<file path="src/rtl/ide_seq_pkg.sv">
package ide_seq_pkg;

    localparam int MODE_W = 3;

    typedef enum logic [1:0] {
        ST_IDLE = 2'd0,
        ST_RUN  = 2'd1,
        ST_DONE = 2'd2
    } seq_state_t;

    localparam logic [1:0] SEL_START = 2'd0;
    localparam logic [1:0] SEL_END   = 2'd1;
    localparam logic [1:0] SEL_MODE  = 2'd2;
    localparam logic [1:0] SEL_CTRL  = 2'd3;

    localparam logic [MODE_W-1:0] MODE_OFF    = 3'b000;
    localparam logic [MODE_W-1:0] MODE_LAST_OK = 3'b101;

    function automatic logic mode_enabled(input logic [MODE_W-1:0] m);
        return (m != MODE_OFF) && (m <= MODE_LAST_OK);
    endfunction

endpackage

</file>
<file path="src/rtl/ide_seq_regs.sv">
module ide_seq_regs
    import ide_seq_pkg::*;
#(
    parameter int AW = 16
) (
    input  logic              clk,
    input  logic              rst_n,
    input  logic              reg_we,
    input  logic [1:0]        reg_sel,
    input  logic [AW-1:0]     reg_wdata,
    input  logic              busy,
    input  logic              done,
    output logic [AW-1:0]     reg_rdata,
    output logic [AW-1:0]     start_q,
    output logic [AW-1:0]     end_q,
    output logic [MODE_W-1:0] mode_q,
    output logic              go
);

    localparam int PAD_MODE = AW - MODE_W;
    localparam int PAD_CTRL = AW - 2;

    always_ff @(posedge clk) begin
        if (!rst_n) begin
            start_q <= '0;
            end_q   <= '0;
            mode_q  <= MODE_OFF;
        end else if (reg_we) begin
            unique case (reg_sel)
                SEL_START: start_q <= reg_wdata;
                SEL_END:   end_q   <= reg_wdata;
                SEL_MODE:  mode_q  <= reg_wdata[MODE_W-1:0];
                SEL_CTRL:  ;
                default:   ;
            endcase
        end
    end

    assign go = reg_we && (reg_sel == SEL_CTRL) && reg_wdata[0];

    always_comb begin
        unique case (reg_sel)
            SEL_START: reg_rdata = start_q;
            SEL_END:   reg_rdata = end_q;
            SEL_MODE:  reg_rdata = {{PAD_MODE{1'b0}}, mode_q};
            SEL_CTRL:  reg_rdata = {{PAD_CTRL{1'b0}}, done, busy};
            default:   reg_rdata = '0;
        endcase
    end

endmodule

</file>
<file path="src/rtl/ide_seq_ctr.sv">
module ide_seq_ctr #(
    parameter int CW = 13
) (
    input  logic          clk,
    input  logic          rst_n,
    input  logic          load,
    input  logic [CW-1:0] first_val,
    input  logic [CW-1:0] last_val,
    input  logic          step,
    output logic [CW-1:0] cnt,
    output logic          at_last
);

    logic [CW-1:0] last_q;

    always_ff @(posedge clk) begin
        if (!rst_n) begin
            cnt    <= '0;
            last_q <= '0;
        end else if (load) begin
            cnt    <= first_val;
            last_q <= last_val;
        end else if (step) begin
            cnt    <= cnt + 1'b1;
        end
    end

    assign at_last = (cnt == last_q);

endmodule

</file>
<file path="src/rtl/ide_seq_fsm.sv">
module ide_seq_fsm
    import ide_seq_pkg::*;
(
    input  logic clk,
    input  logic rst_n,
    input  logic go,
    input  logic mode_ok,
    input  logic ready,
    input  logic at_last,
    output logic load,
    output logic step,
    output logic valid,
    output logic busy,
    output logic done
);

    seq_state_t state_q, state_d;
    logic       start_ok;

    assign start_ok = go && mode_ok;

    always_ff @(posedge clk) begin
        if (!rst_n) state_q <= ST_IDLE;
        else        state_q <= state_d;
    end

    always_comb begin
        unique case (state_q)
            ST_IDLE: state_d = start_ok ? ST_RUN : ST_IDLE;
            ST_RUN:  state_d = (ready && at_last) ? ST_DONE : ST_RUN;
            ST_DONE: state_d = start_ok ? ST_RUN : ST_IDLE;
            default: state_d = ST_IDLE;
        endcase
    end

    always_comb begin
        load  = 1'b0;
        step  = 1'b0;
        valid = 1'b0;
        busy  = 1'b0;
        done  = 1'b0;
        unique case (state_q)
            ST_IDLE: load = start_ok;
            ST_RUN: begin
                valid = 1'b1;
                busy  = 1'b1;
                step  = ready;
            end
            ST_DONE: begin
                done = 1'b1;
                load = start_ok;
            end
            default: ;
        endcase
    end

endmodule

</file>
<file path="src/rtl/ide_blk_seq.sv">
module ide_blk_seq
    import ide_seq_pkg::*;
#(
    parameter int AW = 16,
    parameter int WW = 14
) (
    input  logic          clk,
    input  logic          rst_n,
    input  logic          reg_we,
    input  logic [1:0]    reg_sel,
    input  logic [AW-1:0] reg_wdata,
    output logic [AW-1:0] reg_rdata,
    output logic [AW-1:0] mem_addr,
    output logic          addr_valid,
    input  logic          addr_ready,
    output logic          busy,
    output logic          done
);

    localparam int CW   = WW - 1;
    localparam int HI_W = AW - WW;

    logic [AW-1:0]     start_q, end_q;
    logic [MODE_W-1:0] mode_q;
    logic              go, load, step, at_last;
    logic [CW-1:0]     cnt;
    logic [HI_W-1:0]   hi_q;
    logic              unused_bits;

    ide_seq_regs #(.AW(AW)) u_regs (
        .clk       (clk),
        .rst_n     (rst_n),
        .reg_we    (reg_we),
        .reg_sel   (reg_sel),
        .reg_wdata (reg_wdata),
        .busy      (busy),
        .done      (done),
        .reg_rdata (reg_rdata),
        .start_q   (start_q),
        .end_q     (end_q),
        .mode_q    (mode_q),
        .go        (go)
    );

    ide_seq_fsm u_fsm (
        .clk     (clk),
        .rst_n   (rst_n),
        .go      (go),
        .mode_ok (mode_enabled(mode_q)),
        .ready   (addr_ready),
        .at_last (at_last),
        .load    (load),
        .step    (step),
        .valid   (addr_valid),
        .busy    (busy),
        .done    (done)
    );

    ide_seq_ctr #(.CW(CW)) u_ctr (
        .clk       (clk),
        .rst_n     (rst_n),
        .load      (load),
        .first_val (start_q[WW-1:1]),
        .last_val  (end_q[WW-1:1]),
        .step      (step),
        .cnt       (cnt),
        .at_last   (at_last)
    );

    always_ff @(posedge clk) begin
        if (!rst_n)    hi_q <= '0;
        else if (load) hi_q <= start_q[AW-1:WW];
    end

    assign mem_addr    = {hi_q, cnt, 1'b0};
    assign unused_bits = ^{start_q[0], end_q[0], end_q[AW-1:WW]};

endmodule

</file>
<file path="config.mk">
export PLATFORM = sky130hd
export DESIGN_NAME = ide_blk_seq
export DESIGN_NICKNAME = d
export VERILOG_FILES = /design/src/rtl/ide_seq_pkg.sv /design/src/rtl/ide_seq_regs.sv /design/src/rtl/ide_seq_ctr.sv /design/src/rtl/ide_seq_fsm.sv /design/src/rtl/ide_blk_seq.sv
export SDC_FILE = /design/constraint.sdc
export NUM_CORES = 1
export LEC_CHECK = 0
export ABC_CLOCK_PERIOD_IN_PS = 2600
export CELL_PAD_IN_SITES_DETAIL_PLACEMENT = 1
export CELL_PAD_IN_SITES_GLOBAL_PLACEMENT = 1
export CORE_MARGIN = 5
export CORE_UTILIZATION = 40
export CTS_CLUSTER_DIAMETER = 100
export DETAILED_ROUTE_END_ITERATION = 16
export GPL_TIMING_DRIVEN = 0
export PLACE_DENSITY_LB_ADDON = 0.1
export SYNTH_ARGS = -nofsm -noshare
export SYNTH_HDL_FRONTEND = slang
export SYNTH_SLANG_ARGS = --single-unit
</file>
<file path="constraint.sdc">
create_clock -name clk -period 2.6 [get_ports clk]
set_input_delay 0.52 -clock clk [delete_from_list [all_inputs] [get_ports clk]]
set_output_delay 0.52 -clock clk [all_outputs]
set_load 0.02 [all_outputs]
</file>
After elaboration in Yosys (flattened, before gate mapping)
Cells that the tools add are included.
- $lt $le $gt $ge: 1
- mux-type cells: 10
- add/sub/neg operators: 1
- reductions and logical operators: 13
- equality and inequality tests: 6
- operators with widths (kind ; count):
    $pmux 16 s4 ; 1
    $mux 13 ; 2
    $add 13x1->13 const B ; 1
    $eq 13x13->1 ; 1
    $eq 2x2->1 const B ; 3
    $reduce_and 2->1 ; 3
    $logic_and 1x1->1 ; 5
    $mux 1 ; 5
    $eq 2x1->1 const B ; 2
    $logic_not 2->1 ; 2
    $pmux 2 s2 ; 1
    $le 3x3->1 const B ; 1
    $reduce_bool 3->1 ; 1
    $mux 2 ; 1
    $reduce_bool 2->1 ; 1
    $reduce_or 2->1 ; 1
- output and inout port bits: 35
- logic and storage cells: 38
- bits in registers: 65
- input port bits: 22

Depth between registers and ports, before layout
- depth in word-level cells: 6
- depth in mapped cells: 7
- mapped depth without buffers: 5

By module
A second synthesis with hierarchy kept.
- cell total of the unflattened synthesis: 331
- area, all modules: 3156.8 um^2
- by module, submodules not included (module ; seq. area each (um^2) ; instances ; cells each ; area an instance (um^2)):
    ide_seq_regs ; 700.7 ; 1 ; 170 ; 1640.3
    ide_seq_ctr ; 520.5 ; 1 ; 140 ; 1312.5
    ide_seq_fsm ; 40.0 ; 1 ; 11 ; 110.1
    ide_blk_seq ; 40.0 ; 1 ; 10 ; 93.8

Least setup slack after synthesis
OpenSTA, ideal clock, no wires.
- path type: input to output
- start point: in reg_sel[0]
- end point: out reg_rdata[10]
- data required time: 2.080 ns
- data arrival time: 1.411 ns
- stages on the path: 4
- path buffers: 2
- setup slack: 0.669 ns
- cells stage by stage: buf_2 > buf_2 > mux2i_1 > nor2_1
- word-level cells in the longest chain between the ends: 2
- elaborated cells on any way between the ends: 5
- classes of those cells: eq/ne: 3; mux: 1; reduce/logical: 1
- ends and longest elaborated chain (element ; line ; text):
    start: declaration ; ide_blk_seq.sv:10 ; input logic [1:0] reg_sel,
    $eq 2x2->1 (tied with other cells) ; ide_seq_regs.sv:42 ; unique case (reg_sel)
    $pmux 16 s4 * ; ide_seq_regs.sv:42 ;
    end: declaration ; ide_blk_seq.sv:12 ; output logic [AW-1:0] reg_rdata,
Mark *: on every way between the ends. The rest lies on a longest branch, timed or not.

Worst setup path after layout
- start point: in reg_sel[0]
- end point: out reg_rdata[0]
Same word-level chain as after synthesis.

==> flow_summary.ini <==
[outcome]
outcome = finished, final reports clean

[timing]
fin_ws_ns = 0.03586
fmax_ghz = 0.3900
tightestPinTransition_ns = 0.6590
finalHoldViolCount = 0
min_period_over_period_pct = 98.62
slew_viol_final = 0
rsz0062_at_grt = no
setup-violations-final = 0
slew-limit-headroom_pct = 56.07
timing.hold.ws_ns = 0.4639
fin_worst_skew_ns = 0.008832
period_needed_ns = 2.564

[worst_setup_path]
crit_path_end_kind = output port
rrSetupSlack_ns = 0.59
cp-endpoint = reg_rdata[0]
required_ns = 2.08
rr_endpoint = u_ctr.cnt[4]
startpoint = reg_sel[0]
crit_arrival_ns = 2.04
critPathKind = in -> out
cp_max_fo = 7
worstReg2RegStart = u_fsm.state_q[0]
reg2reg_depth = 6
critPathLaunchType = primary input

[clock_tree]
cts_made_buffers = 9
clk_latency_ns = 0.34
cts.sinks = 65
hold_buffers = 0
cts_htree_levels = 3
cts_tree = built
cts_buffer_depth = 2
path_clk_slew_ns = 0.07
cts_root_buffer = clkbuf_8

[power]
power_density_mw_per_mm2 = 569.0
p_leak_nw = 1.472
ir_worst_vdd_v = 0.0003387
power.total_w = 0.002253

[layout]
final_area_sq_mm = 0.003960
area_delta_synth_final_pct = 32.04
drive_above_1_share_pct = 9.190
post-route-util_pct = 54.31
fill_cells = 942
num_antenna_cells = 0
fin_nets = 475

[synth]
synth_warnings = 0
synth_most_common_cell = nand2_1
synth_top_family_by_area = simple AND/OR/NAND/NOR gates
yosys.area_share.simple_pct = 26.70
synth_nets = 406
ys_seq_area_share_pct = 43.39
synth_edf_count = 0
synth_ff_type = dfxtp_1
avgSynthCellArea_sq_um = 7.831
synth_area_sq_mm = 0.002999
ys_ff_latch = 65
yosys-top-cells-area = dfxtp_1 43%, nand2_1 14%, a21oi_1 11%
synthAdderAreaFrac_pct = 0.4172
synth_cells = 383
synth_mux_area_share_pct = 6.174
synth_common_cells = 111 x nand2_1, 65 x dfxtp_1, 63 x a21oi_1, 17 x clkbuf_1, 16 x nor2_1
yosysTopAreaCellShare_pct = 43.39
synth_cell_type_count = 43
synthArstFlopShare_pct = 0
synthXorXnorAreaFrac_pct = 4.380
synth_area_leader_cell = dfxtp_1
synth_compound_area_share_pct = 14.60

[grt]
grt_pass1_wl_um = 15590
track_usage_pct = 22.31
grt_pass1_vias = 3105
overflow = 0
antenna_found_initial = 0
grt_max_degree = 13

[hold_path]
hold_class = reg -> reg
worstHoldStart = u_regs.start_q[0]

[placed_design]
dp_hpwl_um = 7318
place_congestion = 0.8353
place_ws_ns = -0.6230
port-buffer-count = 54
place_area_sq_mm = 0.003664

[drt]
firstDrtPassIters = 4
antenna_left = 0
viasPerCell = 5.336
drc = 0
drt_iter0_drc = 129
wirelength_um = 9885
routedWlPerCell_um = 17.78
vias = 2967

[floorplan]
fp.coreArea_sq_mm = 0.007292
start_util_pct = 41.13
num_rows = 31
ioPinCount = 57
die_h_um = 96.59
die_w_um = 96.59
dieArea_sq_mm = 0.009330

[flow_run]
maxCapViolations = 0
[registers in the layout, summed over array words and instances (netlist names)]
| register | count |
|---|---|
| u_fsm.state_q | 2 |
| u_regs.start_q | 16 |
| u_ctr.last_q | 13 |
| hi_q | 2 |
| u_regs.mode_q | 3 |
| u_ctr.cnt | 13 |
| u_regs.end_q | 16 |
[stage by stage]
stage	setup TNS, ns	std cells
5_1_grt	0	556
3_3_place_gp	-6.410	536
3_5_place_dp	-7.466	536
6_report	0	556
4_1_cts	0	553
2_1_floorplan	0	383
[worst max-delay path: stages]
cell and delay (ns):
clkdlybuf4s50_1 0.53, buf_6 0.17, mux4_2 0.49, dlygate4sd2_1 0.33
[placed cells by master, fill, tap and decap left out, types with 6 or more instances in the layout]
| master | n |
|---|---|
| dfxtp_1 | 65 |
| xnor2_1 | 14 |
| clkbuf_8 | 9 |
| nand2_1 | 111 |
| nor2_1 | 16 |
| clkdlybuf4s50_1 | 38 |
| mux2i_1 | 13 |
| dlygate4sd2_1 | 13 |
| buf_4 | 6 |
| nand3_1 | 12 |
| clkbuf_1 | 15 |
| a21oi_1 | 63 |
[layer usage]
layer  part of all wire, %  GRT usage, %
met1                    46         29.02
met2                    48         37.24
met3                   4.4         5.112
met4                   1.4         5.958
met5                     0             0
[cell families after synthesis]
family / after synthesis
compound gates: 81
other cells: 1
xor+xnor: 15
simple gates: 175
fa+ha+maj: 1
mux: 16
flops: 65
buf+inv: 29
[layout make-up]
class	count	area (sq um)	area share, %
Buffer	27	142.6	3.602
Clock buffer	9	123.9	3.128
Clock inverter	7	118.9	3.002
Inverter	2	7.507	0.1896
Multi-Input combinational cell	289	1583	39.97
Sequential cell	65	1301	32.86
Tap cell	99	123.9	3.128
Timing Repair Buffer	58	559.3	14.12
[worst min-delay path by stage]
stage	endpoint	slack [ns]	cells after the start
6_report	u_regs.start_q[0]	0.46	2
5_1_grt	u_regs.end_q[15]	0.49	2
4_1_cts	u_regs.start_q[0]	0.46	2
3_5_place_dp	u_regs.start_q[0]	0.45	2
3_3_place_gp	hi_q[1]	0.45	2
2_1_floorplan	u_regs.end_q[0]	0.43	2
[timing repair]
action / in CTS / in global routing
endpoints found under the setup margin: 16 / 9
buffers inserted: 1 / 3
pin swaps: 0 / 0
gates resized for setup: 25 / 4
[report_power, final]
| part | internal (W) | leakage (nW) | switching (W) |
|---|---|---|---|
| combinational | 0.0000772 | 0.831 | 0.0000993 |
| clock | 0.000636 | 0.115 | 0.000408 |
| sequential | 0.00101 | 0.526 | 0.0000187 |
| total | 0.00173 | 1.47 | 0.000526 |
Power figures use the tool's default switching activity.
